$ cat config.mk
export PLATFORM = sky130hd
export DESIGN_NAME = ps2_host_tx
export DESIGN_NICKNAME = d
export VERILOG_FILES = /design/src/rtl/ps2tx_pkg.sv /design/src/rtl/ps2tx_sync.sv /design/src/rtl/ps2tx_edge.sv /design/src/rtl/ps2tx_wdog.sv /design/src/rtl/ps2tx_ctrl.sv /design/src/rtl/ps2_host_tx.sv
export SDC_FILE = /design/constraint.sdc
export NUM_CORES = 1
export LEC_CHECK = 0
export ABC_CLOCK_PERIOD_IN_PS = 6100
export BUFFER_PORTS_ARGS = -buffer_cell sky130_fd_sc_hd__buf_2
export CAP_MARGIN = 10
export CORE_MARGIN = 5
export CORE_UTILIZATION = 50
export CTS_CLUSTER_DIAMETER = 60
export DETAILED_ROUTE_END_ITERATION = 12
export GPL_TIMING_DRIVEN = 0
export PLACE_DENSITY_LB_ADDON = 0.05
export SLEW_MARGIN = 20
export SYNTH_ARGS = -nofsm -noshare
export SYNTH_HDL_FRONTEND = slang
export SYNTH_SLANG_ARGS = --single-unit
export TNS_END_PERCENT = 30
$ cat constraint.sdc
create_clock -name clk_i -period 6.1 [get_ports clk_i]
set_input_delay 0.61 -clock clk_i [delete_from_list [all_inputs] [get_ports clk_i]]
set_output_delay 0.61 -clock clk_i [all_outputs]
set_load 0.05 [all_outputs]
$ cat src/rtl/ps2tx_pkg.sv
package ps2tx_pkg;
  typedef enum logic [1:0] {ST_IDLE, ST_REQ, ST_XFER, ST_FIN} tx_state_e;
  localparam logic [7:0] TMO_CODE   = 8'hFE;
  localparam logic [7:0] OK_CODE    = 8'h00;
  localparam int unsigned SHIFT_BITS = 10;  // data, parity, stop
endpackage

$ cat src/rtl/ps2tx_sync.sv
module ps2tx_sync #(
  parameter int unsigned W       = 2,
  parameter int unsigned STAGES  = 2,
  parameter logic [W-1:0] RST_VAL = '1
) (
  input  logic         clk_i,
  input  logic         rst_ni,
  input  logic [W-1:0] d_i,
  output logic [W-1:0] q_o
);
  logic [W-1:0] stage_q [STAGES];

  for (genvar s = 0; s < STAGES; s++) begin : g_stage
    always_ff @(posedge clk_i or negedge rst_ni) begin
      if (!rst_ni)     stage_q[s] <= RST_VAL;
      else if (s == 0) stage_q[s] <= d_i;
      else             stage_q[s] <= stage_q[(s == 0) ? 0 : s-1];
    end
  end

  assign q_o = stage_q[STAGES-1];
endmodule

$ cat src/rtl/ps2tx_edge.sv
module ps2tx_edge (
  input  logic clk_i,
  input  logic rst_ni,
  input  logic lvl_i,
  output logic fall_o
);
  logic prev_q;

  always_ff @(posedge clk_i or negedge rst_ni) begin
    if (!rst_ni) prev_q <= 1'b1;
    else         prev_q <= lvl_i;
  end

  assign fall_o = prev_q & ~lvl_i;
endmodule

$ cat src/rtl/ps2tx_wdog.sv
module ps2tx_wdog #(
  parameter int unsigned LIMIT = 180000
) (
  input  logic clk_i,
  input  logic rst_ni,
  input  logic run_i,
  output logic expire_o
);
  localparam int unsigned CW = $clog2(LIMIT + 1);
  localparam logic [CW-1:0] LAST = CW'(LIMIT - 1);

  logic [CW-1:0] cnt_q;

  always_ff @(posedge clk_i or negedge rst_ni) begin
    if (!rst_ni)           cnt_q <= '0;
    else if (!run_i)       cnt_q <= '0;
    else if (cnt_q != LAST) cnt_q <= cnt_q + 1'b1;
  end

  assign expire_o = run_i && (cnt_q == LAST);

  AST_WDOG_IDLE_ZERO: assert property (@(posedge clk_i) disable iff (!rst_ni)
    !run_i |=> (cnt_q == '0));
endmodule

$ cat src/rtl/ps2tx_ctrl.sv
module ps2tx_ctrl
  import ps2tx_pkg::*;
#(
  parameter int unsigned INHIBIT_CYC = 1200
) (
  input  logic       clk_i,
  input  logic       rst_ni,
  input  logic       start_i,
  input  logic [7:0] byte_i,
  input  logic       fall_i,
  input  logic       dat_s_i,
  input  logic       expire_i,
  output logic       clk_oe_o,
  output logic       dat_oe_o,
  output logic       busy_o,
  output logic       done_o,
  output logic       nack_o,
  output logic       tmo_o
);
  localparam int unsigned RW = $clog2(INHIBIT_CYC + 1);
  localparam logic [RW-1:0] REQ_LAST = RW'(INHIBIT_CYC - 1);
  localparam logic [3:0] ACK_IDX = 4'(SHIFT_BITS);

  tx_state_e             state_q;
  logic [RW-1:0]         req_cnt_q;
  logic [SHIFT_BITS-1:0] shreg_q;
  logic [3:0]            bit_q;
  logic                  tx_bit_q;
  logic                  nack_q, tmo_q;

  always_ff @(posedge clk_i or negedge rst_ni) begin
    if (!rst_ni) begin
      state_q   <= ST_IDLE;
      req_cnt_q <= '0;
      shreg_q   <= '1;
      bit_q     <= '0;
      tx_bit_q  <= 1'b1;
      nack_q    <= 1'b0;
      tmo_q     <= 1'b0;
    end else begin
      unique case (state_q)
        ST_IDLE: begin
          tx_bit_q <= 1'b1;
          if (start_i) begin
            shreg_q   <= {1'b1, ~^byte_i, byte_i};
            req_cnt_q <= '0;
            nack_q    <= 1'b0;
            tmo_q     <= 1'b0;
            state_q   <= ST_REQ;
          end
        end
        ST_REQ: begin
          req_cnt_q <= req_cnt_q + 1'b1;
          if (expire_i) begin
            tmo_q   <= 1'b1;
            state_q <= ST_FIN;
          end else if (req_cnt_q == REQ_LAST) begin
            tx_bit_q <= 1'b0;  // start bit
            bit_q    <= '0;
            state_q  <= ST_XFER;
          end
        end
        ST_XFER: begin
          if (expire_i) begin
            tmo_q    <= 1'b1;
            tx_bit_q <= 1'b1;
            state_q  <= ST_FIN;
          end else if (fall_i) begin
            if (bit_q == ACK_IDX) begin
              nack_q  <= dat_s_i;
              state_q <= ST_FIN;
            end else begin
              tx_bit_q <= shreg_q[0];
              shreg_q  <= {1'b1, shreg_q[SHIFT_BITS-1:1]};
              bit_q    <= bit_q + 1'b1;
            end
          end
        end
        ST_FIN: begin
          tx_bit_q <= 1'b1;
          state_q  <= ST_IDLE;
        end
        default: state_q <= ST_IDLE;
      endcase
    end
  end

  assign clk_oe_o = (state_q == ST_REQ);
  assign dat_oe_o = (state_q == ST_XFER) && !tx_bit_q;
  assign busy_o   = (state_q != ST_IDLE);
  assign done_o   = (state_q == ST_FIN);
  assign nack_o   = nack_q;
  assign tmo_o    = tmo_q;

  AST_REQ_DATA_RELEASED: assert property (@(posedge clk_i) disable iff (!rst_ni)
    clk_oe_o |-> !dat_oe_o);
  AST_START_BIT_AT_RELEASE: assert property (@(posedge clk_i) disable iff (!rst_ni)
    ($fell(clk_oe_o) && state_q == ST_XFER) |-> dat_oe_o);
  AST_BIT_ON_FALL: assert property (@(posedge clk_i) disable iff (!rst_ni)
    (state_q == ST_XFER && $past(state_q == ST_XFER) && !$past(fall_i)) |-> $stable(tx_bit_q));
  AST_SHREG_HELD: assert property (@(posedge clk_i) disable iff (!rst_ni)
    (state_q == ST_REQ && $past(state_q == ST_REQ)) |-> $stable(shreg_q));
  AST_DONE_PULSE: assert property (@(posedge clk_i) disable iff (!rst_ni)
    done_o |=> (!done_o && !busy_o));
  AST_WDOG_ABORT: assert property (@(posedge clk_i) disable iff (!rst_ni)
    (expire_i && busy_o && !done_o) |=> (done_o && tmo_o));
  AST_IDLE_LINES_FREE: assert property (@(posedge clk_i) disable iff (!rst_ni)
    !busy_o |-> (!clk_oe_o && !dat_oe_o));
endmodule

$ cat src/rtl/ps2_host_tx.sv
module ps2_host_tx
  import ps2tx_pkg::*;
#(
  parameter int unsigned INHIBIT_CYC = 1200,
  parameter int unsigned TIMEOUT_CYC = 180000,
  parameter int unsigned SYNC_STAGES = 2
) (
  input  logic       clk_i,
  input  logic       rst_ni,
  input  logic       start_i,
  input  logic [7:0] byte_i,
  input  logic       kbd_clk_i,
  input  logic       kbd_dat_i,
  output logic       kbd_clk_oe_o,
  output logic       kbd_dat_oe_o,
  output logic       busy_o,
  output logic       done_o,
  output logic       nack_o,
  output logic       tmo_o,
  output logic [7:0] code_o
);
  logic [1:0] line_s;
  logic       fall;
  logic       expire;
  logic       busy;

  ps2tx_sync #(.W(2), .STAGES(SYNC_STAGES), .RST_VAL(2'b11)) u_sync (
    .clk_i (clk_i),
    .rst_ni(rst_ni),
    .d_i   ({kbd_clk_i, kbd_dat_i}),
    .q_o   (line_s)
  );

  ps2tx_edge u_edge (
    .clk_i (clk_i),
    .rst_ni(rst_ni),
    .lvl_i (line_s[1]),
    .fall_o(fall)
  );

  ps2tx_wdog #(.LIMIT(TIMEOUT_CYC)) u_wdog (
    .clk_i   (clk_i),
    .rst_ni  (rst_ni),
    .run_i   (busy && !done_o),
    .expire_o(expire)
  );

  ps2tx_ctrl #(.INHIBIT_CYC(INHIBIT_CYC)) u_ctrl (
    .clk_i   (clk_i),
    .rst_ni  (rst_ni),
    .start_i (start_i),
    .byte_i  (byte_i),
    .fall_i  (fall),
    .dat_s_i (line_s[0]),
    .expire_i(expire),
    .clk_oe_o(kbd_clk_oe_o),
    .dat_oe_o(kbd_dat_oe_o),
    .busy_o  (busy),
    .done_o  (done_o),
    .nack_o  (nack_o),
    .tmo_o   (tmo_o)
  );

  assign busy_o = busy;
  assign code_o = tmo_o ? TMO_CODE : OK_CODE;

  AST_TMO_LINES_FREE: assert property (@(posedge clk_i) disable iff (!rst_ni)
    (tmo_o && !busy_o) |-> (!kbd_clk_oe_o && !kbd_dat_oe_o));
  AST_TMO_CODE: assert property (@(posedge clk_i) disable iff (!rst_ni)
    $rose(tmo_o) |-> (code_o == 8'hFE));
endmodule

Word-level counts from Yosys, hierarchy flattened. Cells that the tools add are included.

Bitwise operators: 2. Mux-type cells: 36. Reductions and logical operators: 21. Equality and inequality tests: 20. $add $sub $neg: 3.

Operators by type and width (count): $mux 10 (4); $mux 18 (2); $pmux 11 s2 (1); $mux 4 (5); $pmux 10 s2 (1); $add 18x1->18 const B (1); $eq 18x18->1 const B (1); $ne 18x18->1 const B (1); $mux 2 (6); $ne 2x2->1 const B (6); $add 11x1->11 const B (1); $eq 11x11->1 const B (1); $mux 11 (1); $mux 1 (10); $reduce_and 5->1 (2); $reduce_bool 2->1 (5); $mux 8 (1); $pmux 2 s4 (1); $pmux 4 s2 (1); $reduce_and 4->1 (2); $reduce_xnor 8->1 (1); $ne 2x1->1 const B (3); $ne 3x3->1 const B (2); $reduce_and 6->1 (1); 16 further kinds (22).

Logic and storage cells: 93. Register bits after elaboration: 53. Output and inout port bits: 14. Input port bits: 13.

Depth between registers and ports, before layout.
Depth in word-level cells: 6. Depth in mapped cells: 8. Gate-level depth less buffers: 7.

By module. From an unflattened synthesis, not the netlist that was laid out.

Cells, all modules: 306. Area, all modules: 3025.4 um2.

By module, submodules not included: ps2tx_ctrl (seq. area each 738.2 um2, area an instance 1775.5 um2, times used 1, cells an instance 183); ps2tx_wdog (seq. area each 450.4 um2, area an instance 1012.2 um2, times used 1, cells an instance 105); ps2tx_sync (seq. area each 105.1 um2, area an instance 120.1 um2, times used 1, cells an instance 6); ps2_host_tx (seq. area each 0.0 um2, area an instance 77.6 um2, times used 1, cells an instance 10); ps2tx_edge (seq. area each 26.3 um2, area an instance 40.0 um2, times used 1, cells an instance 2).

Worst setup path after synthesis. Ideal clock, no wire load.

Path type: register to register. Start point: register u_ctrl.state_q[0]. End point: register u_ctrl.shreg_q[0]. Data arrival time: 2256 ps. Setup time: 82 ps. Cell stages (with the launch flop): 9. Setup slack: 3762 ps. Buffers on the path: 1. Data required time: 6018 ps. Period minus slack after synthesis: 2338 ps. Path through: dfrtp_1 > inv_1 > ha_1 > clkbuf_1 > inv_1 > mux2i_1 > nand2_1 > o31ai_4 > mux2_2.

Elaborated cells between the ends (all ways): 14. Those cells by class: eq/ne: 6; mux: 1; reduce/logical: 7.

RTL lines: start: declaration (RTL line ps2tx_ctrl.sv:24) `tx_state_e state_q;`; start signal: assignment (RTL line ps2tx_ctrl.sv:33) `state_q <= ST_IDLE;`; start signal: assignment (RTL line ps2tx_ctrl.sv:49) `state_q <= ST_REQ;`; start signal: assignment (RTL line ps2tx_ctrl.sv:56) `state_q <= ST_FIN;`; $reduce_bool 2->1 (RTL line ps2tx_ctrl.sv:90) `assign busy_o = (state_q != ST_IDLE);`; named net busy_o (RTL line ps2_host_tx.sv:16) `output logic busy_o,`; $logic_and 1x1->1 (RTL line ps2_host_tx.sv:44) `.run_i (busy && !done_o),`; $logic_and 1x1->1 (RTL line ps2tx_wdog.sv:20) `assign expire_o = run_i && (cnt_q == LAST);`; $ne 2x2->1 (no source line); $reduce_and 5->1 (no source line); end signal: assignment (RTL line ps2tx_ctrl.sv:45) `shreg_q <= {1'b1, ~^byte_i, byte_i};`; end signal: assignment (RTL line ps2tx_ctrl.sv:74) `shreg_q <= {1'b1, shreg_q[SHIFT_BITS-1:1]};`; end: declaration (RTL line ps2tx_ctrl.sv:26) `logic [SHIFT_BITS-1:0] shreg_q;`.

The timed path passes the listed nets, and every way through them passes these cells. A chain may end at the register's enable or synchronous reset.

Worst setup path in the final report.
Start point: register u_ctrl.state_q[0]. End point: register u_ctrl.shreg_q[1].

Word-level cells in the longest chain between the ends: 6. Elaborated cells between the ends (all ways): 14. Those cells by class: eq/ne: 6; mux: 1; reduce/logical: 7.

Ends and longest elaborated chain: $eq 2x2->1 (RTL line ps2tx_ctrl.sv:91) `assign done_o = (state_q == ST_FIN);`; $logic_not 1->1 (RTL line ps2_host_tx.sv:44); $logic_and 1x1->1 (RTL line ps2_host_tx.sv:44); $logic_and 1x1->1 (RTL line ps2tx_wdog.sv:20); $ne 2x2->1 (no source line); $reduce_and 5->1 (no source line).

Several ways; a longest one is shown, not always the timed one.

==> metrics.txt <==
reg-to-reg slack, setup=3640 ps; yosys synthesis warning count=0; GPL Wtd Cong=0.817; Top delay family on crit path=buffers and inverters; RR Startpoint=u_ctrl.state_q[0]$_DFFE_PN0P_; Synth Area in Simple Gates=0.232; DR WL/cell=14.4 µm; GRT Resource Usage Total=0.166; Worst Path Arrival=2700 ps; Pint=494 µW; CP bufs+invs=3; Syn Area/Cell=10.2 µm²; CTS clk-pin slew, worst paths=approximately 100 ps; Final min period=2460 ps; hold_buf cts=0; post-CTS sizing=0; CTS tree=built; routed via count=~2200; clock tree buffer depth=2; Final Core Density=0.563; Tcrit/Tclk final=0.404; Synth Area in Compound Gates=0.104; crit path kind=flip-flop to flip-flop; Seq pwr share=0.587; Critical path origin=u_ctrl.state_q[0]$_DFFE_PN0P_; most frequent CP cell=inv_1; Filler cells=569; syn_nets=315; final non-filler cell total=402; clk sink count=52; total die area=0.00764 mm²; clock root buffer=clkbuf_8; final hold violations=0; slowest CP cell=o31ai_4; max-cap violations=0; FP Rows=28; Netlist cell types=51; later-pin clock latency in the skew report=about 300 ps; Hold/Removal Path Class=primary input to asynchronous set/reset pin; mux contribution to synthesized area=0.0668; pwr dens=about 200 mW/mm²; die height=slightly below 90 µm; io pins=27; GRT overflow=0; CP max stage delay=460 ps; Crit Path Max Fanout=9; Setup WS post-layout=approximately 3600 ps; switching power=~170 µW; TritonCTS buffer count=5; Final ANT Viol Nets=0; die outline width=a little under 90 µm; synth top area cells=dfrtp_1 31%, dfstp_2 13%, mux2_2 6.0%; Post-Synth XOR/XNOR Area=0.0730; Switching Fraction=0.253; Post-synth top flop=dfrtp_1; synth cell count leaders=37 x dfrtp_1, 26 x nand2_1, 18 x xnor2_1; Layout area overhead=10.5%; FMAX=406 MHz; Leak=around 0.0015 µW; slew margin rel.=0.570; Post-synth ARST share=1.00; RSZ-0062 raised after global routing=false; setup TNS=0 ps; Post-Synth Adder-Cell Area=0.0334; number of synthesized flops with an enable pin=0; vias in the first global route=2103; DRT iter0 DRCs=81; pre-CTS setup slack=around 3700 ps; Worst R2R Path Depth=8; # diodes=0; Cell Area, Synth=0.00300 mm²; worst path cell trace=inv_1 > ha_1 > clkbuf_1 > inv_1 > mux2i_1 > nand2_1 > o31ai_4 > mux2_2; FF/Latch Area=~0.0013 mm²; DP Cell Count=394; vias per cell=between 5 and 6; Yosys reg bits=between 50 and 60; share of layout cells above drive strength 1=0.242; Post-CTS Setup Inserts=0; Setup-failing EPs final=0; Comb pwr share=0.101; largest family of logic cells by synthesized area=simple AND/OR/NAND/NOR gates; core area=0.00589 mm²; nets=347; HPWL after detailed placement=4130 µm; Worst Tran Pin Value=639 ps; status=completed; initial antenna violation count=0; Mapped Cells=294; Critical Path Sink=u_ctrl.shreg_q[1]$_DFFE_PN1P_; sequential share of the synthesized area=0.440; critical path depth=8; Multi-input gate area=0.00153 mm²; reg2reg end=u_ctrl.shreg_q[1]$_DFFE_PN1P_; DRC Markers=0; Buffers on Ports=25; htree depth=2; DR pass1 iterations=5; Synth top area share=0.309; Worst setup SP type=flip-flop; dominant cell type by area after synthesis=dfrtp_1; WL final=5770 µm; Initial Utilization=0.509; count leader, synth=dfrtp_1; Slew Limit Fails=0; CP Capture Type=flip-flop; VDD IR-drop max=111 µV; largest net degree at the start of global routing=53; first-pass GRT wire length=10000 µm; Clk network pwr share=0.311; post-route clock skew=10.6 ps; worst path required time=6340 ps
-- worst min-delay path by stage --
stage	endpoint	slack (ps)	cells past startpoint
2_1_floorplan	u_ctrl.bit_q[0]$_DFFE_PN0P_	310	0
3_3_place_gp	u_sync.q_o[1]$_DFF_PN1_	350	0
3_5_place_dp	u_sync.q_o[1]$_DFF_PN1_	350	0
4_1_cts	u_ctrl.req_cnt_q[7]$_DFFE_PN0P_	350	1
5_1_grt	u_sync.q_o[1]$_DFF_PN1_	370	0
6_report	u_ctrl.req_cnt_q[8]$_DFFE_PN0P_	320	1
-- through the flow --
stage	area [µm²]	total power (µW)	hold WS [ps]
floorplan	3000	439	314
global placement	3220	460	345
CTS	3310	668	346
global route	3310	697	369
finish	3310	661	317
detailed placement	3220	462	347
-- sequential cells by signal, summed over array words and instances, names as in the netlist --
register and flops:
u_ctrl.shreg_q 9, u_ctrl.tx_bit_q 1, u_ctrl.tmo_o 1, u_sync.stage_q 2, u_ctrl.bit_q 4, u_ctrl.nack_o 1, u_edge.prev_q 1, u_ctrl.req_cnt_q 11
u_sync.q_o 2, u_ctrl.state_q 2, u_wdog.cnt_q 18
-- per-layer routing --
layer	track usage	routed length [µm]
met2	0.265	2710
met4	0.0446	70
met5	0	0
met1	0.230	2840
met3	0.0312	160
-- cells in the final DEF (no fill, tap or decap), types with 2 or more instances in the layout --
cell / count
a211o_1: 3
a21boi_0: 2
a21oi_1: 8
a31oi_1: 3
and2_1: 13
and3_1: 9
and4_1: 3
buf_2: 24
buf_4: 9
clkbuf_1: 9
clkbuf_8: 8
dfrtp_1: 37
dfstp_2: 15
ha_1: 8
inv_1: 5
mux2_2: 16
mux2i_1: 2
nand2_1: 26
nand2b_1: 4
nand3_1: 11
nand4_1: 9
nor2_1: 15
nor2b_1: 3
nor3_1: 7
nor3b_1: 3
nor4_1: 5
nor4b_1: 4
o211ai_1: 3
o21ai_0: 14
or3_1: 3
xnor2_1: 18
xor2_1: 7
-- cells by family (layout without fill, tap and decap cells) --
| family | count (synthesis) | in the layout |
|---|---|---|
| simple gates | 123 | 123 |
| flops | 52 | 52 |
| compound gates | 43 | 43 |
| xor+xnor | 25 | 25 |
| buf+inv | 24 | 57 |
| mux | 18 | 18 |
| fa+ha+maj | 8 | 8 |
| other cells | 1 | 1 |
-- power groups by stage --
| stage | registers (µW) | logic, µW | clock network (µW) |
|---|---|---|---|
| final | 388 | 67.1 | 206 |
| after global routing | 392 | 76.1 | 229 |
| after CTS | 388 | 68.2 | 212 |
| after detailed placement | 394 | 67.8 | 0 |
| after global placement | 393 | 66.8 | 0 |
| after floorplan | 389 | 49.9 | 0 |
-- area by class of cell --
cell class | count | area share
buffer | 19 | 0.0389
clock inverter | 1 | 0.00227
inverter | 5 | 0.00566
multi-input combinational | 218 | 0.462
timing repair buffer | 25 | 0.0385
sequential | 52 | 0.398
clock buffer | 7 | 0.0261
tap | 75 | 0.0283
(Power assumes the default switching activity.)
